===== src/rtl/tconv_pkg.sv =====
package tconv_pkg;

  typedef enum logic {
    MODE_RUN  = 1'b0,
    MODE_HALT = 1'b1
  } mode_e;

  // Conversion length for a resolution code.
  function automatic int unsigned cycles_for(input logic [1:0] code,
                                             input int unsigned c0,
                                             input int unsigned c1,
                                             input int unsigned c2,
                                             input int unsigned c3);
    int unsigned r;
    case (code)
      2'd0:    r = c0;
      2'd1:    r = c1;
      2'd2:    r = c2;
      default: r = c3;
    endcase
    return r;
  endfunction

  // True when one more high sample completes the qualification window.
  function automatic logic hold_complete(input int unsigned held,
                                         input int unsigned need);
    return (held + 1) >= need;
  endfunction

  function automatic int unsigned max4(input int unsigned a, input int unsigned b,
                                       input int unsigned c, input int unsigned d);
    int unsigned m;
    m = a;
    if (b > m) m = b;
    if (c > m) m = c;
    if (d > m) m = d;
    return m;
  endfunction

endpackage


===== src/rtl/tconv_mode_ctl.sv =====
module tconv_mode_ctl #(
  parameter int CNT_W = 4
) (
  input  logic             clk,
  input  logic             rst_n,
  input  logic             halt_req,
  input  logic [CNT_W-1:0] need,
  output logic             halted,
  output logic             enter_halt,
  output logic             leave_halt
);
  import tconv_pkg::*;

  mode_e            mode_q;
  logic [CNT_W-1:0] hold_q;

  assign halted     = (mode_q == MODE_HALT);
  assign enter_halt = (mode_q == MODE_RUN) && halt_req &&
                      hold_complete(int'(hold_q), int'(need));
  assign leave_halt = (mode_q == MODE_HALT) && !halt_req;

  always_ff @(posedge clk) begin
    if (!rst_n) begin
      mode_q <= MODE_RUN;
      hold_q <= '0;
    end else begin
      if (enter_halt) begin
        mode_q <= MODE_HALT;
        hold_q <= '0;
      end else begin
        if (leave_halt) mode_q <= MODE_RUN;
        if ((mode_q == MODE_RUN) && halt_req) hold_q <= hold_q + 1'b1;
        else                                  hold_q <= '0;
      end
    end
  end

  AST_HALT_NEEDS_REQ: assert property (@(posedge clk) disable iff (!rst_n)
    $rose(halted) |-> $past(halt_req));
  AST_LEAVE_PROMPT: assert property (@(posedge clk) disable iff (!rst_n)
    (halted && !halt_req) |=> !halted);

endmodule


===== src/rtl/tconv_conv_stub.sv =====
module tconv_conv_stub #(
  parameter int DATA_W = 16,
  parameter int CNT_W  = 4
) (
  input  logic              clk,
  input  logic              rst_n,
  input  logic              start,
  input  logic              abort,
  input  logic [CNT_W-1:0]  cycles,
  input  logic [DATA_W-1:0] sample_in,
  output logic              busy,
  output logic              done,
  output logic [DATA_W-1:0] result
);
  logic             busy_q;
  logic [CNT_W-1:0] left_q;

  assign busy   = busy_q;
  assign done   = busy_q && (left_q == '0) && !abort;
  assign result = sample_in;

  always_ff @(posedge clk) begin
    if (!rst_n) begin
      busy_q <= 1'b0;
      left_q <= '0;
    end else if (abort) begin
      busy_q <= 1'b0;
      left_q <= '0;
    end else if (start) begin
      busy_q <= 1'b1;
      left_q <= cycles - 1'b1;
    end else if (busy_q) begin
      if (left_q == '0) busy_q <= 1'b0;
      else              left_q <= left_q - 1'b1;
    end
  end

  AST_START_IDLE: assert property (@(posedge clk) disable iff (!rst_n)
    start |-> !busy_q);
  AST_DONE_ENDS: assert property (@(posedge clk) disable iff (!rst_n)
    done |=> !busy_q);
  AST_ABORT_STOPS: assert property (@(posedge clk) disable iff (!rst_n)
    abort |=> !busy_q);

endmodule


===== src/rtl/tconv_result_reg.sv =====
module tconv_result_reg #(
  parameter int                 DATA_W   = 16,
  parameter logic [DATA_W-1:0]  SENTINEL = 16'h8000
) (
  input  logic              clk,
  input  logic              rst_n,
  input  logic              clear,
  input  logic              start,
  input  logic              done,
  input  logic [DATA_W-1:0] data,
  output logic [DATA_W-1:0] temp,
  output logic              avail
);
  logic [DATA_W-1:0] temp_q;
  logic              avail_q;

  assign temp  = temp_q;
  assign avail = avail_q;

  always_ff @(posedge clk) begin
    if (!rst_n) begin
      temp_q  <= SENTINEL;
      avail_q <= 1'b0;
    end else if (clear) begin
      temp_q  <= SENTINEL;
      avail_q <= 1'b0;
    end else if (done) begin
      temp_q  <= data;
      avail_q <= 1'b1;
    end else if (start) begin
      avail_q <= 1'b0;
    end
  end

  AST_LOAD_ON_DONE: assert property (@(posedge clk) disable iff (!rst_n)
    (done && !clear) |=> (temp_q == $past(data)) && avail_q);
  AST_CLEAR_SENTINEL: assert property (@(posedge clk) disable iff (!rst_n)
    clear |=> (temp_q == SENTINEL) && !avail_q);

endmodule


===== src/rtl/tconv_sequencer.sv =====
module tconv_sequencer #(
  parameter int          DATA_W = 16,
  parameter int unsigned CYC0   = 4,
  parameter int unsigned CYC1   = 6,
  parameter int unsigned CYC2   = 10,
  parameter int unsigned CYC3   = 16
) (
  input  logic              clk,
  input  logic              rst_n,
  input  logic              halt_req,
  input  logic              single_req,
  input  logic [1:0]        res_sel,
  input  logic [DATA_W-1:0] sample_in,
  output logic              conv_start,
  output logic              busy,
  output logic              data_avail,
  output logic              halted,
  output logic [DATA_W-1:0] temp_out
);
  import tconv_pkg::*;

  localparam int unsigned       MAX_CYC  = max4(CYC0, CYC1, CYC2, CYC3);
  localparam int                CNT_W    = $clog2(MAX_CYC + 1);
  localparam logic [DATA_W-1:0] SENTINEL = {1'b1, {(DATA_W-1){1'b0}}};

  logic [CNT_W-1:0]  need;
  logic              enter_halt;
  logic              leave_halt;
  logic              conv_busy;
  logic              conv_done;
  logic [DATA_W-1:0] conv_data;
  logic              run_go;
  logic              single_go;

  assign need = CNT_W'(cycles_for(res_sel, CYC0, CYC1, CYC2, CYC3));

  tconv_mode_ctl #(.CNT_W(CNT_W)) u_mode (
    .clk        (clk),
    .rst_n      (rst_n),
    .halt_req   (halt_req),
    .need       (need),
    .halted     (halted),
    .enter_halt (enter_halt),
    .leave_halt (leave_halt)
  );

  // Named start events for the assertions.
  assign run_go     = !conv_busy && !halted && !enter_halt;
  assign single_go  = !conv_busy && halted && halt_req && single_req;
  assign conv_start = run_go || single_go;

  tconv_conv_stub #(.DATA_W(DATA_W), .CNT_W(CNT_W)) u_conv (
    .clk       (clk),
    .rst_n     (rst_n),
    .start     (conv_start),
    .abort     (enter_halt),
    .cycles    (need),
    .sample_in (sample_in),
    .busy      (conv_busy),
    .done      (conv_done),
    .result    (conv_data)
  );

  tconv_result_reg #(.DATA_W(DATA_W), .SENTINEL(SENTINEL)) u_res (
    .clk   (clk),
    .rst_n (rst_n),
    .clear (enter_halt),
    .start (conv_start),
    .done  (conv_done),
    .data  (conv_data),
    .temp  (temp_out),
    .avail (data_avail)
  );

  assign busy = conv_busy;

  AST_DAV_LOW_WHILE_BUSY: assert property (@(posedge clk) disable iff (!rst_n)
    busy |-> !data_avail);
  AST_HALT_START_NEEDS_REQ: assert property (@(posedge clk) disable iff (!rst_n)
    (conv_start && halted) |-> single_req);
  AST_SENTINEL_ON_HALT: assert property (@(posedge clk) disable iff (!rst_n)
    $rose(halted) |-> (temp_out == SENTINEL));
  AST_NO_START_ON_LEAVE: assert property (@(posedge clk) disable iff (!rst_n)
    leave_halt |-> !conv_start);

endmodule


===== config.mk =====
export PLATFORM = sky130hd
export DESIGN_NAME = tconv_sequencer
export DESIGN_NICKNAME = d
export VERILOG_FILES = /design/src/rtl/tconv_pkg.sv /design/src/rtl/tconv_mode_ctl.sv /design/src/rtl/tconv_conv_stub.sv /design/src/rtl/tconv_result_reg.sv /design/src/rtl/tconv_sequencer.sv
export SDC_FILE = /design/constraint.sdc
export NUM_CORES = 1
export LEC_CHECK = 0
export ABC_AREA = 1
export BUFFER_PORTS_ARGS = -buffer_cell sky130_fd_sc_hd__buf_4
export CORE_ASPECT_RATIO = 0.6
export CORE_MARGIN = 2
export CORE_UTILIZATION = 37
export DETAILED_ROUTE_END_ITERATION = 10
export GPL_TIMING_DRIVEN = 1
export PLACE_DENSITY = 0.6
export SYNTH_ARGS = -nofsm -noshare
export SYNTH_HDL_FRONTEND = slang
export SYNTH_HIERARCHICAL = 1
export SYNTH_SLANG_ARGS = --single-unit

===== constraint.sdc =====
create_clock -name clk -period 3.9 [get_ports clk]
set_input_delay 0.78 -clock clk [delete_from_list [all_inputs] [get_ports clk]]
set_output_delay 0.78 -clock clk [all_outputs]
set_load 0.02 [all_outputs]

# After elaboration in Yosys (flattened, before gate mapping)
# Cells that the tools add are included.
dict set report word_totals {
  in_bits 22
  register_bits 29
  output_inout_bits 20
  wordCells 51
}
dict set report classes {
  magnitude_cmp 1
  n_mux 11
  n_bitwise 3
  reduce_logical 23
  addsub 4
  n_eq_ne 3
}
# op count
set ops {}
lappend ops {{$ge 32x5->1} 1}
lappend ops {{$mux 5} 3}
lappend ops {{$pmux 5 s3} 1}
lappend ops {{$logic_and 1x1->1} 10}
lappend ops {{$sub 5x1->5 const B} 2}
lappend ops {{$mux 1} 7}
lappend ops {{$add 5x1->6 const B} 1}
lappend ops {{$reduce_bool 2->1} 3}
lappend ops {{$add 5x1->5 const B} 1}
lappend ops {{$logic_not 5->1} 1}
lappend ops {{$logic_not 1->1} 4}
lappend ops {{$not 1->1} 3}
lappend ops {{$reduce_or 3->1} 1}
lappend ops {{$eq 2x1->1 const B} 1}
lappend ops {{$eq 2x2->1 const B} 1}
lappend ops {{$logic_not 2->1} 1}
lappend ops {{$ne 2x2->1 const B} 1}
lappend ops {{$reduce_and 2->1} 1}
lappend ops {{$reduce_or 2->1} 1}
lappend ops {{$logic_or 1x1->1} 1}

# Logic depth before layout (Yosys ltp)
# Gate-level depths: netlist of run 1.
dict set report depth {
  word_depth 9
  depth_mapped 26
  ltp_nobuf 25
}

# By module
# Netlist of run 1, hierarchy kept.
# mod seq_area_each_um2 n_inst cells_per_inst area_each_um2
set modules_own_cells {}
lappend modules_own_cells {tconv_result_reg 340.3 1 76 689.4}
lappend modules_own_cells {tconv_conv_stub 120.1 1 92 573.0}
lappend modules_own_cells {tconv_mode_ctl 120.1 1 56 402.9}
lappend modules_own_cells {tconv_sequencer 0.0 1 15 92.6}

# Worst setup path after synthesis of run 1
# No wires, ideal clock.
dict set report synth_path {
  path_kind {input -> register}
  start {in res_sel[0]}
  end {reg u_conv.left_q[4]}
  stages 24
  required_ns 3.791
  t_arrival_ns 3.212
  path_buffers 1
  setup_time_ns 0.109
  setup_slack_ns 0.579
  path_cell_list {ha_1 -> nor2_1 -> inv_1 -> ha_1 -> nand2_1 -> inv_1 -> nand2_1 -> nand2_1 -> nand2_2 -> a21oi_1 -> nand2_1 -> nand2_1 -> nor2_1 -> buf_6 -> inv_6 -> nand2_1 -> nand2_2 -> ha_1 -> nand3_1 -> nor2_1 -> nand2_1 -> nand3_1 -> nand2_1 -> inv_1}
}
dict set report synth_between {
  elab_chain_cells 9
  elab_cells_between_ends 15
  cone_classes {add/sub (1); order compare (1); eq/ne (3); mux (2); reduce/logical (8)}
}
# element line_no
set synth_lines {}
lappend synth_lines {{from (decl)} tconv_sequencer.sv:12} ;# input logic [1:0] res_sel,
lappend synth_lines {{$eq 2x2->1 (tied with other cells)} tconv_pkg.sv:15} ;# case (code)
lappend synth_lines {{$pmux 5 s3 (*)} tconv_pkg.sv:15}
lappend synth_lines {{via need[2]} tconv_sequencer.sv:26} ;# logic [CNT_W-1:0] need;
lappend synth_lines {{$ge 32x5->1 (*)} tconv_pkg.sv:27} ;# return (held + 1) >= need;
lappend synth_lines {{$logic_and 1x1->1 (*)} tconv_mode_ctl.sv:18} ;# assign enter_halt = (mode_q == MODE_RUN) && halt_req &&
lappend synth_lines {{via enter_halt} tconv_sequencer.sv:27} ;# logic enter_halt;
lappend synth_lines {{$logic_not 1->1 (*)} tconv_sequencer.sv:48} ;# assign run_go = !conv_busy && !halted && !enter_halt;
lappend synth_lines {{$logic_and 1x1->1 (*)} tconv_sequencer.sv:48}
lappend synth_lines {{$logic_or 1x1->1 (*)} tconv_sequencer.sv:50} ;# assign conv_start = run_go || single_go;
lappend synth_lines {{via conv_start} tconv_sequencer.sv:14} ;# output logic conv_start,
lappend synth_lines {{$ne 2x2->1 (no line) / $reduce_bool 2->1 (equally long branches)} --}
lappend synth_lines {{$reduce_and 2->1 (no line)} --}
lappend synth_lines {{to (signal assigned)} tconv_conv_stub.sv:31} ;# left_q <= cycles - 1'b1;
lappend synth_lines {{to (signal assigned)} tconv_conv_stub.sv:34} ;# else left_q <= left_q - 1'b1;
lappend synth_lines {{to (decl)} tconv_conv_stub.sv:16} ;# logic [CNT_W-1:0] left_q;
# Mark *: on every way through the listed nets, which the timed path passes. The rest lies on a longest branch.
# A chain may end at the register's enable or synchronous reset.

# Final worst setup path of run 1
dict set report layout_path {
  start {in res_sel[0]}
  end {out conv_start}
}
dict set report layout_between {
  elab_chain_cells 7
  elab_cells_between_ends 9
  cone_classes {order compare (1); eq/ne (2); mux (1); reduce/logical (5)}
}
# element line_no
set layout_lines {}
lappend layout_lines {{$eq 2x2->1 (tied with other cells)} tconv_pkg.sv:15}
lappend layout_lines {{$pmux 5 s3 (*)} tconv_pkg.sv:15}
lappend layout_lines {{via need[4]} tconv_sequencer.sv:26}
lappend layout_lines {{$ge 32x5->1 (*)} tconv_pkg.sv:27}
lappend layout_lines {{$logic_and 1x1->1 (*)} tconv_mode_ctl.sv:18}
lappend layout_lines {{via enter_halt} tconv_sequencer.sv:27}
lappend layout_lines {{$logic_not 1->1 (*)} tconv_sequencer.sv:48}
lappend layout_lines {{$logic_and 1x1->1 (*)} tconv_sequencer.sv:48}
lappend layout_lines {{$logic_or 1x1->1 (*)} tconv_sequencer.sv:50}
lappend layout_lines {{to (decl)} tconv_sequencer.sv:14}
# Marks and branches as above.

==> metrics.cfg, run 1 <==
[outcome]
status=finished clean

[sta]
tightestPinTransition_ps=513.9
slew_viol_final=0
rsz0062_at_grt=false
fin_setup_tns_ps=0
post-route-min-period_ps=3464
fmaxAchievable_mhz=288.6
hold_violations=0
timing.final.crit_share_pct=88.83
timing.hold.ws_ps=460.7
final.setup.worst_slack_ps=435.6
slew_headroom_pct=65.61
clock_skew_ps=6.466
finalSetupViolCount=0

[critical_path]
slowest_delay_ps=270
crit_chain=buf_4 -> ha_1 -> nor2_1 -> inv_1 -> ha_1 -> nand2_1 -> inv_1 -> nand2_1 -> nand2_1 -> nand2_2 -> a21oi_1 -> nand2_1 -> nand2_1 -> nor2_1 -> buf_4 -> buf_4
critPathMaxFanout=11
critical_path.most_common_cell=nand2_1
worstPathArrival_ps=2680
crit_path_top_delay_cell=ha_1
critPathLaunchType=input pin
reg2regPathDepth=21
endpoint_kind=primary output
crit_type=in -> out
cp_data_required_time_ps=3120

[clock_network]
cts_tree=built
clk_pin_slew_ps=70
hold_buffers=0
cts_sinks=29
cts_setup_buffers=0
cts_buffer_depth=2
h-tree-depth=2
root_buffer=clkbuf_8
clock_latency_ps=270
numCtsBuffers=5
cts_resized=0

[floorplan]
core_area_um2=4564
rows=19
die_w_um=92.89
die_height_um=57.34
initial_core_util_pct=38.43
io_pins=42
die-area_um2=5326

[global_route]
grt_pass1_wl_um=5802
grt_max_degree=18
antenna_found_initial=0
globalRoute.totalOverflow=0
grt_pass1_vias=1288
grtUsageTotal_pct=14.11

[power_and_ir_drop]
p_leak_uw=0.001045
vdd_drop_max_mv=0.1681
cellPowerDensity_nw_per_um2=526.5
p_total_uw=1095

[worst_hold_path]
hold_path_depth=2
min_path_type=reg -> reg

[place]
place_hpwl_um=2680
port_buffers=41
gp_congestion=0.8012
pre_cts_slack_ps=444.8

[flow_run]
drv_cap=0

[synth]
syn_area_per_cell_um2=7.371
netlist_instances=238
syn_area_um2=1754
yosysWarnings=6

[drt]
first_iter_violations=69
wl_per_cell_um=10.44
viasPerCell=4.231
vias=1409
wl_um=3477
drc=0
ant_nets=0
firstDrtPassIters=4

[finish]
layout-drive-gt1-share_pct=31.85
antenna_cells=0
area_growth_pct=18.54
final_core_util_pct=45.56
finalNetCount=302
nFillCells=478

-- worst max-delay path: cells and delay by family --
| kind | cells | cell delay, ps |
|---|---|---|
| AND/OR/NAND/NOR | 8 | 590 |
| adder cells (fa/ha/maj) | 2 | 500 |
| buffers and inverters | 5 | 570 |
| AO/OA/AOI/OAI | 1 | 240 |
-- power breakdown --
group / internal [uW] / leakage, uW / switching, uW
clock network: 159 / 0.0000542 / 111
logic: 171 / 0.000754 / 265
registers: 348 / 0.000236 / 41.8
total: 678 / 0.00104 / 417
-- routing by layer --
metal  vias up  track usage (%)  share of wire, %
met5         -                0                 0
met3         2            4.359               5.0
met4         0            4.412              0.46
li1        766                -                 -
met2        33            19.77                40
met1       608            20.70                55
-- sequential cells by signal, indices dropped and copies added, names as in the netlist --
| name | count |
|---|---|
| u_mode/halted | 1 |
| u_res/avail | 1 |
| u_conv/left_q | 5 |
| u_conv/busy | 1 |
| u_mode/hold_q | 5 |
| u_res/temp | 16 |
-- final timing paths --
kind / from / end / slack, ps
min: u_res/temp[3] / u_res/temp[3] / 460
max: res_sel[0] / conv_start / 440
min reg2reg: u_res/temp[3] / u_res/temp[3] / 460
max reg2reg: u_mode/hold_q[0] / u_conv/left_q[4] / 1000
-- cells in the final DEF, fill, tap and decap left out, drive strengths merged --
master   n
buf     44
ha      11
clkbuf   7
clkinv   1
nor2    24
nand2   71
a21oi   21
inv     39
dfxtp   29
o21ai    6
xor2     4
nand3   11
conb     2
-- through the flow --
step | std cells | instance area (um2)
after detailed placement | 325 | 1978
after floorplan | 239 | 1758
final | 333 | 2079
after global placement | 325 | 1978
after CTS | 333 | 2079
after global routing | 333 | 2079
-- layout make-up --
type,instances,area (um2),area share (%)
Clock buffer,7,96.34,4.633
Clock inverter,1,5.005,0.2407
Inverter,39,158.9,7.641
Multi-Input combinational cell,150,829.5,39.89
Sequential cell,29,580.6,27.92
Tap cell,63,78.83,3.791
Timing Repair Buffer,44,330.3,15.88
Note: power is estimated with default switching activity, not from simulation.
==> run 2, diff against run 1 <==
CELL_PAD_IN_SITES_DETAIL_PLACEMENT = 1   (was not set)
CELL_PAD_IN_SITES_GLOBAL_PLACEMENT = 1   (was not set)
PLACE_DENSITY = 0.79   (was 0.6)
==> run 2 against run 1 <==
Effect of this change:
- sequential share of layout area is 0.36 points higher
- utilization is 0.58 points lower
- largest power group unchanged
- non-clock buffer count down 1
==> metrics.cfg, run 2 (synthesis results as in run 1) <==
[outcome]
status=finished clean  ; unchanged

[finish]
layout_common_cells=nand2_1, buf_4, inv_1  ; unchanged
layout.cells.non_filler=332  ; was 333
antenna_cells=0  ; unchanged
largest_register_ffs=16  ; unchanged
finalNetCount=301  ; was 302
final_core_util_pct=44.98  ; was 45.56%
final_common_cell=nand2_1  ; unchanged
layout-drive-gt1-share_pct=31.23  ; was 31.85%
area_growth_pct=17.05  ; was 18.54%

[clock_network]
cts_resized=0  ; unchanged
cts_setup_buffers=0  ; unchanged
clock_latency_ps=280  ; was 270 ps
clk_pin_slew_ps=60  ; was 70 ps
cts_buffer_depth=2  ; unchanged
cts_sinks=29  ; unchanged
numCtsBuffers=5  ; unchanged
h-tree-depth=2  ; unchanged
hold_buffers=0  ; unchanged
root_buffer=clkbuf_8  ; unchanged
cts_tree=built  ; unchanged

[critical_path]
cp_data_required_time_ps=3120  ; about the same
critPathLaunchType=input pin  ; unchanged
critPathMaxFanout=3  ; was 11
crit_start=res_sel[0]  ; unchanged
endpoint_kind=primary output  ; unchanged
reg2regPathDepth=22  ; was 21
r2r-start=u_mode/hold_q[0]  ; unchanged
worstPathArrival_ps=2560  ; was 2680 ps
crit_type=in -> out  ; unchanged

[worst_hold_path]
min_from=u_res/temp[0]  ; was u_res/temp[3]
hold_path_depth=2  ; unchanged
min_path_type=reg -> reg  ; unchanged

[sta]
finalSetupViolCount=0  ; unchanged
hold_violations=0  ; unchanged
fin_setup_tns_ps=0  ; unchanged
timing.final.crit_share_pct=85.67  ; was 88.83%
fmaxAchievable_mhz=299.3  ; was 288.6 MHz
post-route-min-period_ps=3341  ; was 3464 ps
slew_viol_final=0  ; unchanged
timing.hold.ws_ps=465.1  ; was 460.7 ps
clock_skew_ps=3.943  ; was 6.466 ps
rsz0062_at_grt=false  ; unchanged

[global_route]
grtUsageTotal_pct=16.31  ; was 14.11%
met1_usage_pct=21.98  ; was 20.70%
grt_max_degree=18  ; unchanged
met3_usage_pct=4.888  ; was 4.359%
grt_pass1_wl_um=6789  ; was 5802 um
gr-max-usage-layer=met2  ; was met1
globalRoute.totalOverflow=0  ; unchanged
grt_pass1_vias=1450  ; was 1288
antenna_found_initial=0  ; unchanged
use_met2_pct=25.57  ; was 19.77%

[drt]
wl_um=4055  ; was 3477 um
wl_per_cell_um=12.21  ; was 10.44 um
viasPerCell=4.437  ; was 4.231
ant_nets=0  ; unchanged
first_iter_violations=45  ; was 69
vias=1473  ; was 1409
drc=0  ; unchanged
firstDrtPassIters=4  ; unchanged

[place]
gp_congestion=0.8379  ; was 0.8012
port_buffers=41  ; unchanged
place_hpwl_um=3256  ; was 2680 um
place_inst=324  ; was 325

[floorplan]
core_area_um2=4564  ; unchanged
rows=19  ; unchanged
die_height_um=57.34  ; unchanged
die_w_um=92.89  ; unchanged
initial_core_util_pct=38.43  ; unchanged
die-area_um2=5326  ; unchanged
io_pins=42  ; unchanged

[power_and_ir_drop]
power.internal_uw=638.9  ; was 677.6 uW
p_seq_share_pct=36.3  ; was 35.6%
comb_power_share_pct=41.8  ; was 39.8%
vdd_drop_max_mv=0.2497  ; was 0.1681 mV
p_leak_uw=0.001030  ; was 0.001045 uW
cellPowerDensity_nw_per_um2=525.5  ; was 526.5 nW/um2
netSwitchingFraction_pct=40.79  ; was 38.11%
clock_power_share_pct=21.9  ; was 24.7%
p_sw_uw=440.1  ; was 417.3 uW

[flow_run]
drv_cap=0  ; unchanged

-- run 2: changes by cell type in the layout (fill, tap and decap cells not counted) --
cell      before  now
buf_4         44   43
clkbuf_1       0    1
clkinv_2       1    2
clkbuf_8       7    5
-- run 2: power by group through the flow --
stage	Combinational, uW	Clock (uW)	Sequential (uW)
2_1_floorplan	318	0	422
3_3_place_gp	436	0	398
3_5_place_dp	451	0	397
4_1_cts	454	243	392
5_1_grt	500	259	399
6_report	451	236	392
-- run 2: through the flow --
step | worst slack (ps) | instance area, um2 | power, uW
2_1_floorplan | 578.7 | 1758 | 740.4
3_3_place_gp | 532.1 | 1971 | 834.5
3_5_place_dp | 365.1 | 1971 | 847.6
4_1_cts | 547.4 | 2053 | 1089
5_1_grt | 258.3 | 2053 | 1158
6_report | 558.9 | 2053 | 1079
-- run 2: routing by layer --
metal  vias up  wire, um
met3         6       181
li1        764         -
met4         0        43
met2        28      1833
met1       675      1997
met5         -         0
-- run 2: final cells by class --
type,count,area (um2)
Inverter,39,158.9
Fill cell,608,2511
Timing Repair Buffer,43,322.8
Clock buffer,6,72.57
Tap cell,63,78.83
Multi-Input combinational cell,150,829.5
Sequential cell,29,580.6
Clock inverter,2,10.01
-- run 2: worst max-delay path: stages --
cell and delay [ps]:
buf_4 120, ha_1 220, nor2_1 210, inv_1 70
ha_1 290, nand2_1 60, inv_1 40, nand2_1 50
nand2_1 70, nand2_2 90, a21oi_1 100, nand2_1 90
nand2_1 50, nor2_1 160, buf_4 180
-- run 2: final timing paths --
path / endpoint / slack [ps]
worst min register to register: u_res/temp[0] / 470
worst min-delay path: u_res/temp[0] / 470
worst max register to register: u_conv/left_q[4] / 900
worst max-delay path: conv_start / 560
==> run 3, diff against run 2 <==
==> constraint.sdc (replaced) <==
create_clock -name clk -period 3.9 [get_ports clk]
set_input_delay 0.195 -clock clk [delete_from_list [all_inputs] [get_ports clk]]
set_output_delay 0.195 -clock clk [all_outputs]
set_load 0.02 [all_outputs]
==> run 3 against run 2 <==
Effect of this change:
- sequential cell count unchanged
- clock-buffer cell count increased by 1
- via count about the same
- worst setup slack improved by 420 ps
- global-route usage about the same
- sequential power about the same
==> metrics.cfg, run 3 (synthesis results as in run 1) <==
[place]
gp_congestion=0.8065  ; was 0.8379
place_hpwl_um=3192  ; was 3256 um
placed_area_um2=1971  ; unchanged
port_buffers=41  ; unchanged

[critical_path]
critPathLaunchType=flip-flop  ; was input pin
crit_type=reg -> reg  ; was in -> out
crit_start=u_mode/hold_q[0]  ; was res_sel[0]
r2r-start=u_mode/hold_q[0]  ; unchanged
cp_data_required_time_ps=4070  ; was 3120 ps
endpoint_kind=flip-flop  ; was primary output
worstPathArrival_ps=3090  ; was 2560 ps
critPathMaxFanout=11  ; was 3

[global_route]
use_met2_pct=24.84  ; was 25.57%
met1_usage_pct=23.55  ; was 21.98%
met3_usage_pct=5.152  ; was 4.888%
grt_pass1_wl_um=6851  ; was 6789 um
grtUsageTotal_pct=16.32  ; was 16.31%
grt_max_degree=18  ; unchanged
grt_pass1_vias=1495  ; was 1450
antenna_found_initial=0  ; unchanged
gr-max-usage-layer=met2  ; unchanged
globalRoute.totalOverflow=0  ; unchanged

[sta]
rsz0062_at_grt=false  ; unchanged
hold_violations=0  ; unchanged
finalSetupViolCount=0  ; unchanged
clock_skew_ps=4.727  ; was 3.943 ps
fmaxAchievable_mhz=342.3  ; was 299.3 MHz
timing.final.crit_share_pct=74.91  ; was 85.67%
slew_viol_final=0  ; unchanged
fin_setup_tns_ps=0  ; unchanged
post-route-min-period_ps=2922  ; was 3341 ps

[clock_network]
root_buffer=clkbuf_8  ; unchanged
clock_latency_ps=270  ; was 280 ps
cts_sinks=29  ; unchanged
h-tree-depth=2  ; unchanged
cts_tree=built  ; unchanged
cts_setup_buffers=0  ; unchanged
hold_buffers=0  ; unchanged
cts_buffer_depth=2  ; unchanged
cts_resized=0  ; unchanged
clk_pin_slew_ps=60  ; about the same
numCtsBuffers=5  ; unchanged

[floorplan]
die_w_um=92.89  ; unchanged
initial_core_util_pct=38.43  ; unchanged
core_area_um2=4564  ; unchanged
io_pins=42  ; unchanged
die-area_um2=5326  ; unchanged
rows=19  ; unchanged
die_height_um=57.34  ; unchanged

[power_and_ir_drop]
cellPowerDensity_nw_per_um2=533.6  ; was 525.5 nW/um2
clock_power_share_pct=24.1  ; was 21.9%
p_leak_uw=0.001039  ; was 0.001030 uW
p_sw_uw=431.5  ; was 440.1 uW
comb_power_share_pct=40.2  ; was 41.8%
p_seq_share_pct=35.7  ; was 36.3%
netSwitchingFraction_pct=39.03  ; was 40.79%
vdd_drop_max_mv=0.2512  ; was 0.2497 mV
power.internal_uw=674.2  ; was 638.9 uW

[finish]
layout-drive-gt1-share_pct=31.60  ; was 31.23%
finalNetCount=301  ; unchanged
layout_common_cells=nand2_1, buf_4, inv_1  ; unchanged
postLayoutCellArea_um2=2072  ; was 2053 um2
nFillCells=588  ; was 608
final_common_cell=nand2_1  ; unchanged
antenna_cells=0  ; unchanged
largest_register_ffs=16  ; unchanged
multi_input_area_um2=829.5  ; unchanged
seq_area_um2=580.6  ; unchanged
area_growth_pct=18.12  ; was 17.05%

[flow_run]
drv_cap=0  ; unchanged

[drt]
vias=1472  ; was 1473
firstDrtPassIters=4  ; unchanged
first_iter_violations=69  ; was 45
wl_per_cell_um=11.94  ; was 12.21 um
drc=0  ; unchanged
viasPerCell=4.434  ; was 4.437
wl_um=3963  ; was 4055 um
ant_nets=0  ; unchanged

[outcome]
status=finished clean  ; unchanged

[worst_hold_path]
min_path_type=in -> reg  ; was reg -> reg
min_from=sample_in[15]  ; was u_res/temp[0]

## run 3: cell types whose count changed in the layout (fill, tap and decap cells not counted), sizes merged
cell / previous run / this run
clkinv: 2 / 1
clkbuf: 6 / 7
## run 3: worst max-delay path: stages, from the launching register on
cell	delay [ps]
dfxtp_1	390
nand3_2	110
xor2_1	190
inv_1	70
ha_1	290
nand2_1	50
inv_1	50
nand2_1	50
nand2_1	80
nand2_2	70
a21oi_1	230
nand2_1	110
nand2_1	60
nor2_1	40
buf_4	180
inv_6	90
nand2_1	70
nand2_2	70
ha_1	180
nand3_1	110
o21ai_1	140
nand3_1	80
nand2_1	60
inv_1	30
## run 3: cell type report
type                            count  share of cell area, %
Inverter                           39                  7.669
Tap cell                           63                  3.804
Clock inverter                      1                 0.2415
Sequential cell                    29                  28.02
Clock buffer                        7                  4.650
Timing Repair Buffer               43                  15.58
Multi-Input combinational cell    150                  40.04
## run 3: metal layers
layer  up-vias  part of all wire, %
li1        765                    -
met1       673                   52
met2        32                   43
met3         2                  5.0
met4         0                 0.15
met5         -                    0
## run 3: through the flow
step | total power (uW) | std cells | hold slack, ps | util [%] | worst slack [ps]
2_1_floorplan | 740.4 | 239 | 367.3 | - | 1067
3_3_place_gp | 832.9 | 324 | 415.1 | 43.17 | 1120
3_5_place_dp | 846.3 | 324 | 423.1 | 43.17 | 941.6
4_1_cts | 1118 | 332 | 135.9 | 45.39 | 945.1
5_1_grt | 1196 | 332 | 148.0 | 45.39 | 624.5
6_report | 1106 | 332 | 137.9 | 45.39 | 978.3
## run 3: power by group through the flow
stage | clock network [uW] | registers (uW) | logic (uW)
after floorplan | 0 | 422 | 318
after global placement | 0 | 398 | 435
after detailed placement | 0 | 400 | 447
after CTS | 275 | 395 | 449
after global routing | 297 | 401 | 498
final | 266 | 394 | 445
## run 3: worst paths after layout
check             depth (start not counted)                to  slack, ps
setup / recovery                         23  u_conv/left_q[4]        980
hold / removal                            3    u_res/temp[15]        140
setup reg to reg                         23  u_conv/left_q[4]        980
hold reg to reg                           2     u_res/temp[0]        470
